**src/rtl/cbs_pkg.sv**
```systemverilog
`timescale 1ns/1ps
package cbs_pkg;
    localparam int SLOT_W = 2;
    localparam int SEL_W  = 2;

    typedef enum logic [SEL_W-1:0] {
        SEL_CTRL = 2'b00,
        SEL_X    = 2'b01,
        SEL_Y    = 2'b10,
        SEL_Z    = 2'b11
    } reg_sel_e;

    typedef struct packed {
        logic x_en;
        logic y_en;
        logic z_en;
    } lane_t;

    function automatic logic is_data(reg_sel_e s);
        return s != SEL_CTRL;
    endfunction

    function automatic lane_t lane_of(reg_sel_e s);
        lane_t l;
        l = '0;
        case (s)
            SEL_X:   l.x_en = 1'b1;
            SEL_Y:   l.y_en = 1'b1;
            SEL_Z:   l.z_en = 1'b1;
            default: l = '0;
        endcase
        return l;
    endfunction
endpackage

```
**src/rtl/cbs_access_edge.sv**
```systemverilog
`timescale 1ns/1ps
module cbs_access_edge
    import cbs_pkg::*;
(
    input  logic     clk,
    input  logic     rst,
    input  logic     strobe,
    input  reg_sel_e reg_sel,
    output logic     step
);
    logic     strobe_q;
    reg_sel_e sel_q;

    always_ff @(posedge clk) begin
        if (rst) begin
            strobe_q <= 1'b0;
            sel_q    <= SEL_CTRL;
        end else begin
            strobe_q <= strobe;
            sel_q    <= reg_sel;
        end
    end

    // access completes on the strobe's high-to-low transition
    assign step = strobe_q & ~strobe & is_data(sel_q);

    assert_single_step_R11: assert property (@(posedge clk) disable iff (rst)
        step |=> !step);
endmodule

```
**src/rtl/cbs_seq_counter.sv**
```systemverilog
`timescale 1ns/1ps
module cbs_seq_counter #(
    parameter int W = cbs_pkg::SLOT_W
) (
    input  logic         clk,
    input  logic         rst,
    input  logic         seq_clr,
    input  logic         ctl_wr,
    input  logic         ctl_clr_seq,
    input  logic [W-1:0] load_val,
    input  logic         step,
    output logic [W-1:0] cnt
);
    logic clr_any;
    assign clr_any = seq_clr | (ctl_wr & ctl_clr_seq);

    always_ff @(posedge clk) begin
        if (rst || clr_any)
            cnt <= load_val;
        else if (step)
            cnt <= cnt - 1'b1;
    end

    assert_step_down_R3: assert property (@(posedge clk) disable iff (rst)
        (step && !clr_any) |=> cnt == W'($past(cnt) - 1'b1));
    assert_clear_load_R4: assert property (@(posedge clk) disable iff (rst)
        clr_any |=> cnt == $past(load_val));
    assert_clear_wins_R6: assert property (@(posedge clk) disable iff (rst)
        (clr_any && step) |=> cnt == $past(load_val));
    assert_hold_R10: assert property (@(posedge clk) disable iff (rst)
        (!clr_any && !step) |=> $stable(cnt));
endmodule

```
**src/rtl/cbs_lane_gate.sv**
```systemverilog
`timescale 1ns/1ps
module cbs_lane_gate
    import cbs_pkg::*;
(
    input  logic     strobe,
    input  logic     dev_sel,
    input  reg_sel_e reg_sel,
    output lane_t    lanes
);
    always_comb begin
        if (strobe && dev_sel)
            lanes = lane_of(reg_sel);
        else
            lanes = '0;
    end
endmodule

```
**src/rtl/casc_byte_seq.sv**
```systemverilog
`timescale 1ns/1ps
module casc_byte_seq
    import cbs_pkg::*;
#(
    parameter int SLOT_W_P = cbs_pkg::SLOT_W
) (
    input  logic                clk,
    input  logic                rst,
    input  logic                strobe,
    input  logic [SEL_W-1:0]    reg_sel,
    input  logic                seq_clr,
    input  logic                ctl_wr,
    input  logic                ctl_clr_seq,
    input  logic [SLOT_W_P-1:0] dev_count,
    input  logic [SLOT_W_P-1:0] chip_num,
    output logic                dev_sel,
    output logic                x_lane_en,
    output logic                y_lane_en,
    output logic                z_lane_en
);
    reg_sel_e            sel_e;
    logic                step;
    logic [SLOT_W_P-1:0] cnt;
    lane_t               lanes;

    assign sel_e = reg_sel_e'(reg_sel);

    cbs_access_edge u_edge (
        .clk     (clk),
        .rst     (rst),
        .strobe  (strobe),
        .reg_sel (sel_e),
        .step    (step)
    );

    cbs_seq_counter #(.W(SLOT_W_P)) u_cnt (
        .clk         (clk),
        .rst         (rst),
        .seq_clr     (seq_clr),
        .ctl_wr      (ctl_wr),
        .ctl_clr_seq (ctl_clr_seq),
        .load_val    (dev_count),
        .step        (step),
        .cnt         (cnt)
    );

    assign dev_sel = (cnt == chip_num);

    cbs_lane_gate u_lane (
        .strobe  (strobe),
        .dev_sel (dev_sel),
        .reg_sel (sel_e),
        .lanes   (lanes)
    );

    assign x_lane_en = lanes.x_en;
    assign y_lane_en = lanes.y_en;
    assign z_lane_en = lanes.z_en;

    assert_lane_onehot_R9: assert property (@(posedge clk) disable iff (rst)
        $onehot0({x_lane_en, y_lane_en, z_lane_en}));
    assert_lane_owner_R9: assert property (@(posedge clk) disable iff (rst)
        (x_lane_en || y_lane_en || z_lane_en) |-> (dev_sel && strobe));
endmodule

```
**config.mk**
```make
export PLATFORM = sky130hd
export DESIGN_NAME = casc_byte_seq
export DESIGN_NICKNAME = d
export VERILOG_FILES = /design/src/rtl/cbs_pkg.sv /design/src/rtl/cbs_access_edge.sv /design/src/rtl/cbs_seq_counter.sv /design/src/rtl/cbs_lane_gate.sv /design/src/rtl/casc_byte_seq.sv
export SDC_FILE = /design/constraint.sdc
export NUM_CORES = 1
export LEC_CHECK = 0
export ABC_AREA = 1
export BUFFER_PORTS_ARGS = -buffer_cell sky130_fd_sc_hd__buf_2
export CAP_MARGIN = 20
export CORE_AREA = 4 4 41 43
export DETAILED_ROUTE_END_ITERATION = 10
export DIE_AREA = 0 0 45 47
export PLACE_DENSITY_LB_ADDON = 0.05
export SLEW_MARGIN = 20
export SYNTH_ARGS = -nofsm -noshare
export SYNTH_HDL_FRONTEND = slang
export SYNTH_HIERARCHICAL = 1
export SYNTH_SLANG_ARGS = --single-unit
```
**constraint.sdc**
```tcl
create_clock -name clk -period 2.45 [get_ports clk]
set_input_delay 0.1225 -clock clk [delete_from_list [all_inputs] [get_ports clk]]
set_output_delay 0.1225 -clock clk [all_outputs]
set_load 0.03 [all_outputs]
```
Word level (Yosys, flattened, before mapping)
Cells that the tools add are included.
{"block": "word_totals", "ff_bits": 5, "latchBits": 0, "ram_bits": 0, "romBits": 0, "inputBits": 12, "wordCells": 23, "n_memories": 0}
{"block": "classes", "add_sub_neg": 1, "n_mul": 0, "div": 0, "order_cmp": 0, "n_eq_ne": 4, "shifts": 0, "n_mux": 6, "bitwise": 5, "n_reduce_logical": 4}
{"op": "$eq A2 B2 Y1 const B", "count": 2}
{"op": "$mux W2", "count": 2}
{"op": "$reduce_bool A2 Y1", "count": 2}
{"op": "$and A1 B1 Y1", "count": 3}
{"op": "$mux W1", "count": 3}
{"op": "$mux W3", "count": 1}
{"op": "$eq A2 B1 Y1 const B", "count": 1}
{"op": "$eq A2 B2 Y1", "count": 1}
{"op": "$sub A2 B1 Y2 const B", "count": 1}
{"op": "$logic_and A1 B1 Y1", "count": 1}
{"op": "$logic_or A1 B1 Y1", "count": 1}
{"op": "$not A1 Y1", "count": 1}
{"op": "$or A1 B1 Y1", "count": 1}

Longest topological paths before layout
Gate-level depths: netlist of run 1.
{"block": "logic_depth", "word_depth": 5, "ltp_mapped": 6}

By module
The synthesis of run 1 kept the hierarchy.
{"mod": "cbs_seq_counter", "instances": 1, "cells_per_inst": 17, "area_per_inst_um2": 125.1, "seq_area_each_um2": 60.1}
{"mod": "cbs_access_edge", "instances": 1, "cells_per_inst": 12, "area_per_inst_um2": 93.8, "seq_area_each_um2": 60.1}
{"mod": "casc_byte_seq", "instances": 1, "cells_per_inst": 11, "area_per_inst_um2": 41.3, "seq_area_each_um2": 0.0}
{"mod": "cbs_lane_gate", "instances": 1, "cells_per_inst": 9, "area_per_inst_um2": 33.8, "seq_area_each_um2": 0.0}

Worst setup path before layout of run 1
No wires, ideal clock.
{"block": "synth_path", "kind": "flip-flop to output port", "startpoint": "register u_cnt.cnt[1]", "endpoint": "output port x_lane_en", "t_arrival_ps": 1590, "required_time_ps": 2328, "slack_ps": 737, "path_stages_with_launch": 6, "n_path_buf": 0, "path_cell_list": "edfxtp_1 -> nand2_1 -> nand2_1 -> nor2_1 -> nand2_1 -> nor2_1"}
{"block": "synth_between", "elab_chain_cells": 3}
{"element": "start, declared", "line_no": "cbs_seq_counter.sv:12", "rtl": "output logic [W-1:0] cnt"}
{"element": "start signal, assigned", "line_no": "cbs_seq_counter.sv:19", "rtl": "cnt <= load_val;"}
{"element": "start signal, assigned", "line_no": "cbs_seq_counter.sv:21", "rtl": "cnt <= cnt - 1'b1;"}
{"element": "$eq A2 B2 Y1", "line_no": "casc_byte_seq.sv:47", "rtl": "assign dev_sel = (cnt == chip_num);"}
{"element": "named net dev_sel", "line_no": "casc_byte_seq.sv:16", "rtl": "output logic dev_sel,"}
{"element": "$logic_and A1 B1 Y1", "line_no": "cbs_lane_gate.sv:11", "rtl": "if (strobe && dev_sel)"}
{"element": "$mux W3", "line_no": "cbs_lane_gate.sv:11"}
{"element": "end, declared", "line_no": "casc_byte_seq.sv:17", "rtl": "output logic x_lane_en,"}
The timed path passes the listed nets, and every way through them passes these cells.

Worst setup path after layout of run 1
{"block": "layout_path", "startpoint": "register u_cnt.cnt[0]", "endpoint": "output port x_lane_en"}
{"block": "layout_between", "elab_chain_cells": 3}
{"element": "$eq A2 B2 Y1", "line_no": "casc_byte_seq.sv:47"}
{"element": "$logic_and A1 B1 Y1", "line_no": "cbs_lane_gate.sv:11"}
{"element": "$mux W3", "line_no": "cbs_lane_gate.sv:11"}
Every way passes these cells.

==> results.py, run 1 <==
metrics = {
    "run_status": {
        "status": "completed",
    },
    "routing": {
        "drc": 0,
        "wl_um": 580,
        "drtIter0Drc": 2,
        "vias": 316,
        "drt-vias-per-instance": 3.807,
        "drt_first_pass_iters": 2,
        "ant_nets": 0,
        "routedWlPerCell_um": 6.988,
    },
    "pwr": {
        "p_int_w": 0.0001739,
        "share_comb_of_total_power_pct": 19.4,
        "powerDensity_mw_per_mm2": 575.0,
        "power_frac_seq_pct": 41.3,
        "power.leakage_nw": 0.2616,
        "clkPwrFrac_pct": 39.3,
        "vdd.ir_drop.worst_mv": 0.3853,
        "switching_share_pct": 26.96,
        "switchingPower_w": 0.00006420,
    },
    "placed_design": {
        "gp_congestion": 0.6445,
        "dp_hpwl_um": 507.1,
        "numPortBuffers": 15,
    },
    "sta": {
        "setup_viol": 0,
        "finClkSkew_ns": 0.0007453,
        "rsz0062_at_grt": "no",
        "final.min_clock_period_ns": 1.453,
        "max_freq_mhz": 688.3,
        "slew_headroom_pct": 88.69,
        "fin_crit_sh_pct": 59.30,
        "tightest_slew_ns": 0.1696,
        "maxSlewViolCount": 0,
        "finalHoldViolCount": 0,
        "worst_hold_slack_ns": 0.09579,
        "setup_tns_ns": 0,
    },
    "layout": {
        "layout_commonest_cell": "nand2_1",
        "syn2layout_area_growth_pct": 40.85,
        "num_antenna_cells": 0,
        "fillers": 163,
        "layout-drive-gt1-share_pct": 30.88,
        "final_cell_mix": "19 x nand2_1, 15 x buf_2, 11 x inv_1",
        "nets": 81,
    },
    "worst_hold_path": {
        "hold_class": "input port to flop",
        "hold_path_depth": 2,
        "hold_start": "rst",
    },
    "setup_path": {
        "worst_ep_arrival_time_ns": 1.33,
        "crit_fanout": 5,
        "start_kind": "flop",
        "critPathKind": "flop to primary output",
        "r2r_start": "u_cnt/cnt[0]",
        "reg2reg_depth": 4,
        "crit_start": "u_cnt/cnt[0]",
        "end_kind": "primary output",
        "required_ns": 2.33,
    },
    "floorplan": {
        "die_w_um": 45,
        "die_area_mm2": 0.002115,
        "std_cell_rows": 13,
        "core_area_mm2": 0.001301,
        "start_util_pct": 22.60,
        "io_pins": 16,
        "die_y_um": 47,
    },
    "clock_network": {
        "cts_setup_buffers": 0,
        "clk_latency_ns": 0.24,
        "cts_buffer_depth": 2,
        "clkTransAtPathRegs_ns": 0.04,
        "cts_tree": "built",
        "htree_levels": 1,
        "ctsHoldBuffers": 0,
        "numCtsBuffers": 3,
        "clockRootBuffer": "clkbuf_4",
        "cts.sinks": 5,
        "cts_resized": 0,
    },
    "logic_synthesis": {
        "synth.avg_cell_area_um2": 6.001,
        "yosysWarnings": 6,
        "synth_fp_nets": 61,
        "synthCells": 49,
        "yosys_register_bits": 5,
        "ys_seq_area_share_pct": 40.85,
        "synth_area_um2": 294.0,
        "synth.distinct_cells": 10,
    },
    "global_route": {
        "grt_pass1_vias": 281,
        "antenna_found_initial": 0,
        "grt_pass1_wl_um": 966,
        "grtUsageTotal_pct": 6.973,
        "gr-total-overflow": 0,
        "grt_max_degree": 6,
    },
    "flow_run": {
        "max_cap_viol_count": 0,
    },
}
==> path summary, 6_finish.rpt <==
kind | end | slack (ns)
worst max-delay path | x_lane_en | 1.0
worst min-delay path | u_edge/strobe_q | 0.1
worst max register to register | u_cnt/cnt[1] | 1.51
worst min register to register | u_cnt/cnt[0] | 0.68
==> power groups by stage <==
stage	Sequential [W]	Clock, W	Combinational, W
after floorplan	0.0000987	0	0.0000291
after global placement	0.000100	0	0.0000473
after detailed placement	0.000100	0	0.0000470
after CTS	0.0000987	0.0000975	0.0000472
after global routing	0.0000995	0.000106	0.0000531
final	0.0000984	0.0000936	0.0000461
==> metal layers <==
layer,part of all wire (%),routed length [µm],global-route usage (%)
met1,38,220,5.963
met2,53,307,11.58
met3,9.0,52,6.897
met4,0,0,1.754
met5,0,0,0
==> layout make-up <==
class | instances | area [µm²] | share of cell area, %
well taps | 15 | 18.77 | 4.532
clock buffers | 4 | 26.28 | 6.344
multi-input cells | 32 | 128.9 | 31.12
flip-flops and latches | 5 | 120.1 | 29.00
inverters | 12 | 45.04 | 10.88
repair buffers | 15 | 75.07 | 18.13
==> cells in the mapped netlist (all sizes together) <==
cell type / instances / area share, %
o21ai: 1 / 1.7
dfxtp: 3 / 20
nand2: 20 / 26
inv: 12 / 15
or2: 1 / 2.1
edfxtp: 2 / 20
nor2: 10 / 14
==> sequential cells by signal, summed over array words and instances, names as in the netlist <==
register and flops:
u_cnt/cnt 2, u_edge/sel_q 2, u_edge/strobe_q 1
==> worst max-delay path, stage by stage (launching register included) <==
cell and delay, ns:
edfxtp_1 0.44, nand2_1 0.10, nand2_1 0.05, nor2_1 0.11, nand2_1 0.10, nor2_1 0.10, buf_2 0.20
==> cell families (layout without fill, tap and decap cells) <==
group | Yosys count | after routing | share of synthesized area [%]
and+or+nand+nor | 31 | 31 | 42.13
AOI/OAI and AO/OA | 1 | 1 | 1.700
DFF | 5 | 5 | 40.85
buffers and inverters | 12 | 31 | 15.32
==> stage by stage <==
stage          area, µm²  util, %   power, W  std cells  setup slack, ns
2_1_floorplan      294.0        -  0.0001279         49           0.7375
3_3_place_gp       387.9    29.81  0.0001475         79            1.223
3_5_place_dp       387.9    29.81  0.0001471         79            1.220
4_1_cts            414.1    31.83  0.0002433         83           0.9609
5_1_grt            414.1    31.83  0.0002586         83           0.8514
6_report           414.1    31.83  0.0002381         83           0.9971
Power figures use the tool's default switching activity.
==> run 2: changes to the inputs <==
==> constraint.sdc (replaced) <==
create_clock -name clk -period 1.3 [get_ports clk]
set_input_delay 0.065 -clock clk [delete_from_list [all_inputs] [get_ports clk]]
set_output_delay 0.065 -clock clk [all_outputs]
set_load 0.03 [all_outputs]
==> run 2 against run 1 <==
Compared with the run above:
- first-iteration DRC count increased to 3.5 times the previous value
- register-to-register slack got worse by 1.3 ns
- cell count increased by 3.6%
- clock-buffer cell count fell by 1
- largest power group unchanged
- utilization grew 6.5 points
- routed wire length grew 10%
- via count grew 0.63%
- sequential power is 86% higher
==> results.py, run 2 (synthesized netlist as in run 1, its figures left out) <==
metrics = {
    "sta": {
        "rsz0062_at_grt": "yes",
        "setup_viol": 0,
        "max_freq_mhz": 777.7,
        "final.min_clock_period_ns": 1.286,
        "finalHoldViolCount": 0,
        "worst_hold_slack_ns": 0.02590,
        "finClkSkew_ns": 0.005734,
        "tightest_slew_ns": 0.1603,
        "maxSlewViolCount": 0,
        "fin_crit_sh_pct": 98.91,
        "slew_headroom_pct": 89.38,
    },
    "layout": {
        "layout_commonest_cell": "nand2_1",
        "final_core_util_pct": 38.37,
        "syn2layout_area_growth_pct": 69.79,
        "top_regs": "u_cnt/cnt: 2 flops, u_edge/sel_q: 2 flops, u_edge/strobe_q: 1 flops",
        "num_antenna_cells": 0,
        "fillers": 155,
        "final_cell_mix": "16 x nand2_1, 12 x buf_2, 11 x inv_1",
        "multi_input_area_um2": 171.4,
        "nets": 84,
        "layout-drive-gt1-share_pct": 45.07,
        "ff_latch_area_um2": 120.1,
        "layoutNonFillerInstCount": 86,
    },
    "global_route": {
        "grt_max_degree": 6,
        "antenna_found_initial": 0,
        "grt_pass1_wl_mm": 1.145,
        "grtUsageTotal_pct": 8.003,
        "grt_pass1_vias": 288,
        "gr-total-overflow": 0,
    },
    "floorplan": {
        "core_area_mm2": 0.001301,
        "die_y_um": 47,
        "start_util_pct": 22.60,
        "io_pins": 16,
        "die_area_mm2": 0.002115,
        "std_cell_rows": 13,
        "die_w_um": 45,
    },
    "pwr": {
        "vdd.ir_drop.worst_mv": 0.5042,
        "share_comb_of_total_power_pct": 26.1,
        "power.leakage_nw": 0.2891,
        "powerDensity_mw_per_mm2": 983.0,
        "p_int_w": 0.0003440,
        "switching_share_pct": 29.91,
        "clkPwrFrac_pct": 36.7,
        "switchingPower_w": 0.0001468,
        "power_frac_seq_pct": 37.2,
    },
    "routing": {
        "ant_nets": 0,
        "drt-vias-per-instance": 3.698,
        "routedWlPerCell_um": 7.430,
        "drc": 0,
        "drt_first_pass_iters": 3,
        "vias": 318,
        "wl_um": 639,
        "drtIter0Drc": 7,
    },
    "clock_network": {
        "clk_latency_ns": 0.25,
        "clkTransAtPathRegs_ns": 0.05,
        "cts_buffer_depth": 2,
        "ctsHoldBuffers": 0,
        "clockRootBuffer": "clkbuf_4",
        "htree_levels": 1,
        "cts_tree": "built",
        "cts.sinks": 5,
        "numCtsBuffers": 3,
    },
    "setup_path": {
        "cpLargestDelayFamily": "simple AND/OR/NAND/NOR gates",
        "crit_buf_inv": 1,
        "cp_cell_sequence": "nand2_1 -> nand2_2 -> nor2_4 -> nand2_4 -> nor2_4 -> buf_6",
        "start_kind": "flop",
        "required_ns": 1.24,
        "cp_slowest_cell": "edfxtp_1",
        "worst_ep_arrival_time_ns": 1.22,
        "end_kind": "primary output",
        "crit_fanout": 3,
        "critPathKind": "flop to primary output",
        "crit_top_cell": "nor2_4",
        "critical-path-max-stage-delay_ns": 0.41,
    },
    "run_status": {
        "status": "completed",
    },
    "flow_run": {
        "max_cap_viol_count": 0,
    },
    "placed_design": {
        "numPortBuffers": 15,
        "gp_congestion": 0.6298,
        "dp_hpwl_um": 528.5,
        "place_inst": 80,
    },
    "worst_hold_path": {
        "hold_class": "input port to flop",
    },
}
[run 2: cell types whose count changed in the layout (fill, tap and decap cells not counted), sizes merged]
cell,previous run,this run
buf,15,18
clkinv,0,1
clkbuf,4,3
[run 2: area by class of cell]
cell class	count	area share, %
Clock buffer	3	4.511
Clock inverter	1	1.003
Inverter	12	9.023
Multi-Input combinational cell	32	34.34
Sequential cell	5	24.06
Tap cell	15	3.759
Timing Repair Buffer	18	23.31
[run 2: final timing paths]
| kind | startpoint | to | depth (start not counted) | slack [ns] |
|---|---|---|---|---|
| worst max register to register | u_cnt/cnt[0] | u_cnt/cnt[1] | 6 | 0.17 |
| worst min-delay path | rst | u_edge/sel_q[0] | 2 | 0.03 |
| worst min register to register | u_edge/strobe_q | u_cnt/cnt[1] | 3 | 0.68 |
| worst max-delay path | u_cnt/cnt[0] | x_lane_en | 6 | 0.01 |
[run 2: what timing repair did]
action                                 4_1_cts  5_1_grt
pin swaps                                    6        4
endpoints found under the hold margin        0        0
gates resized for setup                      8        1
setup endpoints to repair                    3        4
setup buffers                                1        1
[run 2: worst reg2reg max path, cell delays in order (launching register included)]
cell      delay, ns
edfxtp_1       0.41
buf_4          0.15
buf_4          0.13
nand2_1        0.05
nand2_1        0.05
nand2_1        0.06
nand2_1        0.04
[run 2: layer usage]
metal / wire length, µm / global-route usage (%)
met5: 0 / 0
met4: 9 / 7.018
met3: 47 / 4.598
met2: 326 / 11.30
met1: 256 / 8.486
[run 2: power groups by stage]
stage / registers [W] / clock network [W] / logic (W)
4_1_cts: 0.000183 / 0.000189 / 0.000125
2_1_floorplan: 0.000186 / 0 / 0.0000708
3_5_place_dp: 0.000187 / 0 / 0.000111
5_1_grt: 0.000184 / 0.000203 / 0.000144
3_3_place_gp: 0.000186 / 0 / 0.000112
6_report: 0.000183 / 0.000180 / 0.000128
[run 2: per-stage QoR]
step | worst slack, ns | TNS, ns | total power, W | area, µm²
after global placement | 0.1283 | 0 | 0.0002986 | 427.9
final | 0.01411 | 0 | 0.0004908 | 499.2
after CTS | -0.03543 | -0.09794 | 0.0004971 | 489.2
after floorplan | 0.06627 | 0 | 0.0002569 | 326.6
after global routing | -0.08330 | -0.2415 | 0.0005308 | 499.2
after detailed placement | 0.1220 | 0 | 0.0002982 | 427.9
==> run 3: changes to the inputs <==
--- a/config.mk
+++ b/config.mk
@@ -11,6 +11,7 @@
 export CORE_AREA = 4 4 41 43
 export DETAILED_ROUTE_END_ITERATION = 10
 export DIE_AREA = 0 0 45 47
+export HOLD_SLACK_MARGIN = 0.12
 export PLACE_DENSITY_LB_ADDON = 0.05
 export SLEW_MARGIN = 20
 export SYNTH_ARGS = -nofsm -noshare
==> run 3 against run 2 <==
Compared with the run above:
- sequential cell count unchanged
- critical path type unchanged
- largest cell class is now non-clock buffers
- first-iteration DRC count unchanged
- setup slack about the same
- highest routed layer unchanged
- largest power group unchanged
==> results.py, run 3 (synthesized netlist as in run 1, its figures left out) <==
metrics = {
    "placed_design": {
        "dp_hpwl_um": 528.5,
        "gp_congestion": 0.6298,
        "numPortBuffers": 15,
        "post_dp_cell_area_um2": 427.9,
    },
    "global_route": {
        "gr-total-overflow": 0,
        "grt_pass1_wl_mm": 1.242,
        "grt_max_degree": 6,
        "antenna_found_initial": 0,
        "grt_pass1_vias": 308,
        "grtUsageTotal_pct": 8.558,
    },
    "layout": {
        "top_regs": "u_cnt/cnt: 2 flops, u_edge/sel_q: 2 flops, u_edge/strobe_q: 1 flops",
        "fin_area_um2": 559.3,
        "num_antenna_cells": 0,
        "layout-drive-gt1-share_pct": 41.56,
        "final_cell_mix": "16 x nand2_1, 12 x buf_2, 11 x inv_1",
        "syn2layout_area_growth_pct": 90.21,
        "layout_commonest_cell": "nand2_1",
        "nets": 90,
    },
    "setup_path": {
        "cp_cell_sequence": "nand2_1 -> nand2_2 -> nor2_4 -> nand2_4 -> nor2_4 -> buf_6",
        "crit_buf_inv": 1,
        "end_kind": "primary output",
        "cpLargestDelayFamily": "simple AND/OR/NAND/NOR gates",
        "critPathKind": "flop to primary output",
        "crit_fanout": 3,
        "crit_top_cell": "nor2_4",
        "cp_slowest_cell": "edfxtp_1",
        "required_ns": 1.24,
        "start_kind": "flop",
        "worst_ep_arrival_time_ns": 1.22,
        "critical-path-max-stage-delay_ns": 0.41,
    },
    "sta": {
        "maxSlewViolCount": 0,
        "slew_headroom_pct": 89.38,
        "setup_tns_ns": 0,
        "rsz0062_at_grt": "yes",
        "finalHoldViolCount": 0,
        "finClkSkew_ns": 0.005752,
        "setup_viol": 0,
        "tightest_slew_ns": 0.1603,
        "final.min_clock_period_ns": 1.286,
        "max_freq_mhz": 777.7,
        "fin_crit_sh_pct": 98.92,
    },
    "routing": {
        "wl_um": 677,
        "drt_first_pass_iters": 3,
        "drtIter0Drc": 7,
        "drc": 0,
        "drt-vias-per-instance": 3.652,
        "routedWlPerCell_um": 7.359,
        "vias": 336,
        "ant_nets": 0,
    },
    "floorplan": {
        "io_pins": 16,
        "die_area_mm2": 0.002115,
        "start_util_pct": 22.60,
        "die_y_um": 47,
        "die_w_um": 45,
        "std_cell_rows": 13,
        "core_area_mm2": 0.001301,
    },
    "pwr": {
        "powerDensity_mw_per_mm2": 901.9,
        "p_total_w": 0.0005044,
        "vdd.ir_drop.worst_mv": 0.5154,
        "power.leakage_nw": 0.3155,
    },
    "clock_network": {
        "clockRootBuffer": "clkbuf_4",
        "htree_levels": 1,
        "numCtsBuffers": 3,
        "cts.sinks": 5,
        "clk_latency_ns": 0.25,
        "cts_buffer_depth": 2,
        "clkTransAtPathRegs_ns": 0.05,
        "cts_tree": "built",
    },
    "worst_hold_path": {
        "hold_class": "input port to flop",
    },
    "flow_run": {
        "max_cap_viol_count": 0,
    },
    "run_status": {
        "status": "completed",
    },
}
run 3: through the flow:
stage | setup slack, ns | instances | hold WS, ns | util, %
global route | -0.08330 | 92 | 0.2678 | 42.98
CTS | -0.03543 | 91 | 0.2371 | 42.21
finish | 0.01409 | 92 | 0.2324 | 42.98
detailed placement | 0.1220 | 80 | 0.2869 | 32.88
global placement | 0.1283 | 80 | 0.2873 | 32.88
floorplan | 0.06627 | 49 | 0.1361 | -
run 3: power by group:
group	internal [W]	total, W	switching [W]
combinational	0.0000672	0.000142	0.0000746
clock	0.000112	0.000180	0.0000684
sequential	0.000177	0.000183	0.00000581
run 3: cell type report:
| type | instances | area, µm² |
|---|---|---|
| tap | 15 | 18.77 |
| multi-input combinational | 32 | 171.4 |
| sequential | 5 | 120.1 |
| timing repair buffer | 24 | 176.4 |
| fill | 149 | 742.0 |
| clock buffer | 3 | 22.52 |
| clock inverter | 1 | 5.005 |
| inverter | 12 | 45.04 |
run 3: routing by layer:
metal	up-vias	track usage (%)	wire length, µm
met5	-	0	0
met4	0	7.018	9
met3	2	4.598	43
met2	7	11.86	336
met1	134	9.633	287
li1	193	-	-
run 3: timing repair:
action                                  CTS  global route
hold endpoints to repair                  5             0
pin swaps                                 6             4
endpoints found under the setup margin    3             4
setup buffers                             1             1
gates resized for setup                   8             1
hold buffers                              6             0
run 3: worst min-delay path, stage by stage:
cell     delay, ns
buf_2         0.08
nor2_2        0.04
nand2_2       0.08
nand2_1       0.05
nand2_1       0.06
run 3: final timing paths:
| check | end | slack (ns) | cells after the start | startpoint |
|---|---|---|---|---|
| min reg2reg | u_cnt/cnt[1] | 0.68 | 3 | u_edge/strobe_q |
| max | x_lane_en | 0.01 | 6 | u_cnt/cnt[0] |
| min | u_cnt/cnt[1] | 0.23 | 5 | seq_clr |
| max reg2reg | u_cnt/cnt[1] | 0.17 | 6 | u_cnt/cnt[0] |
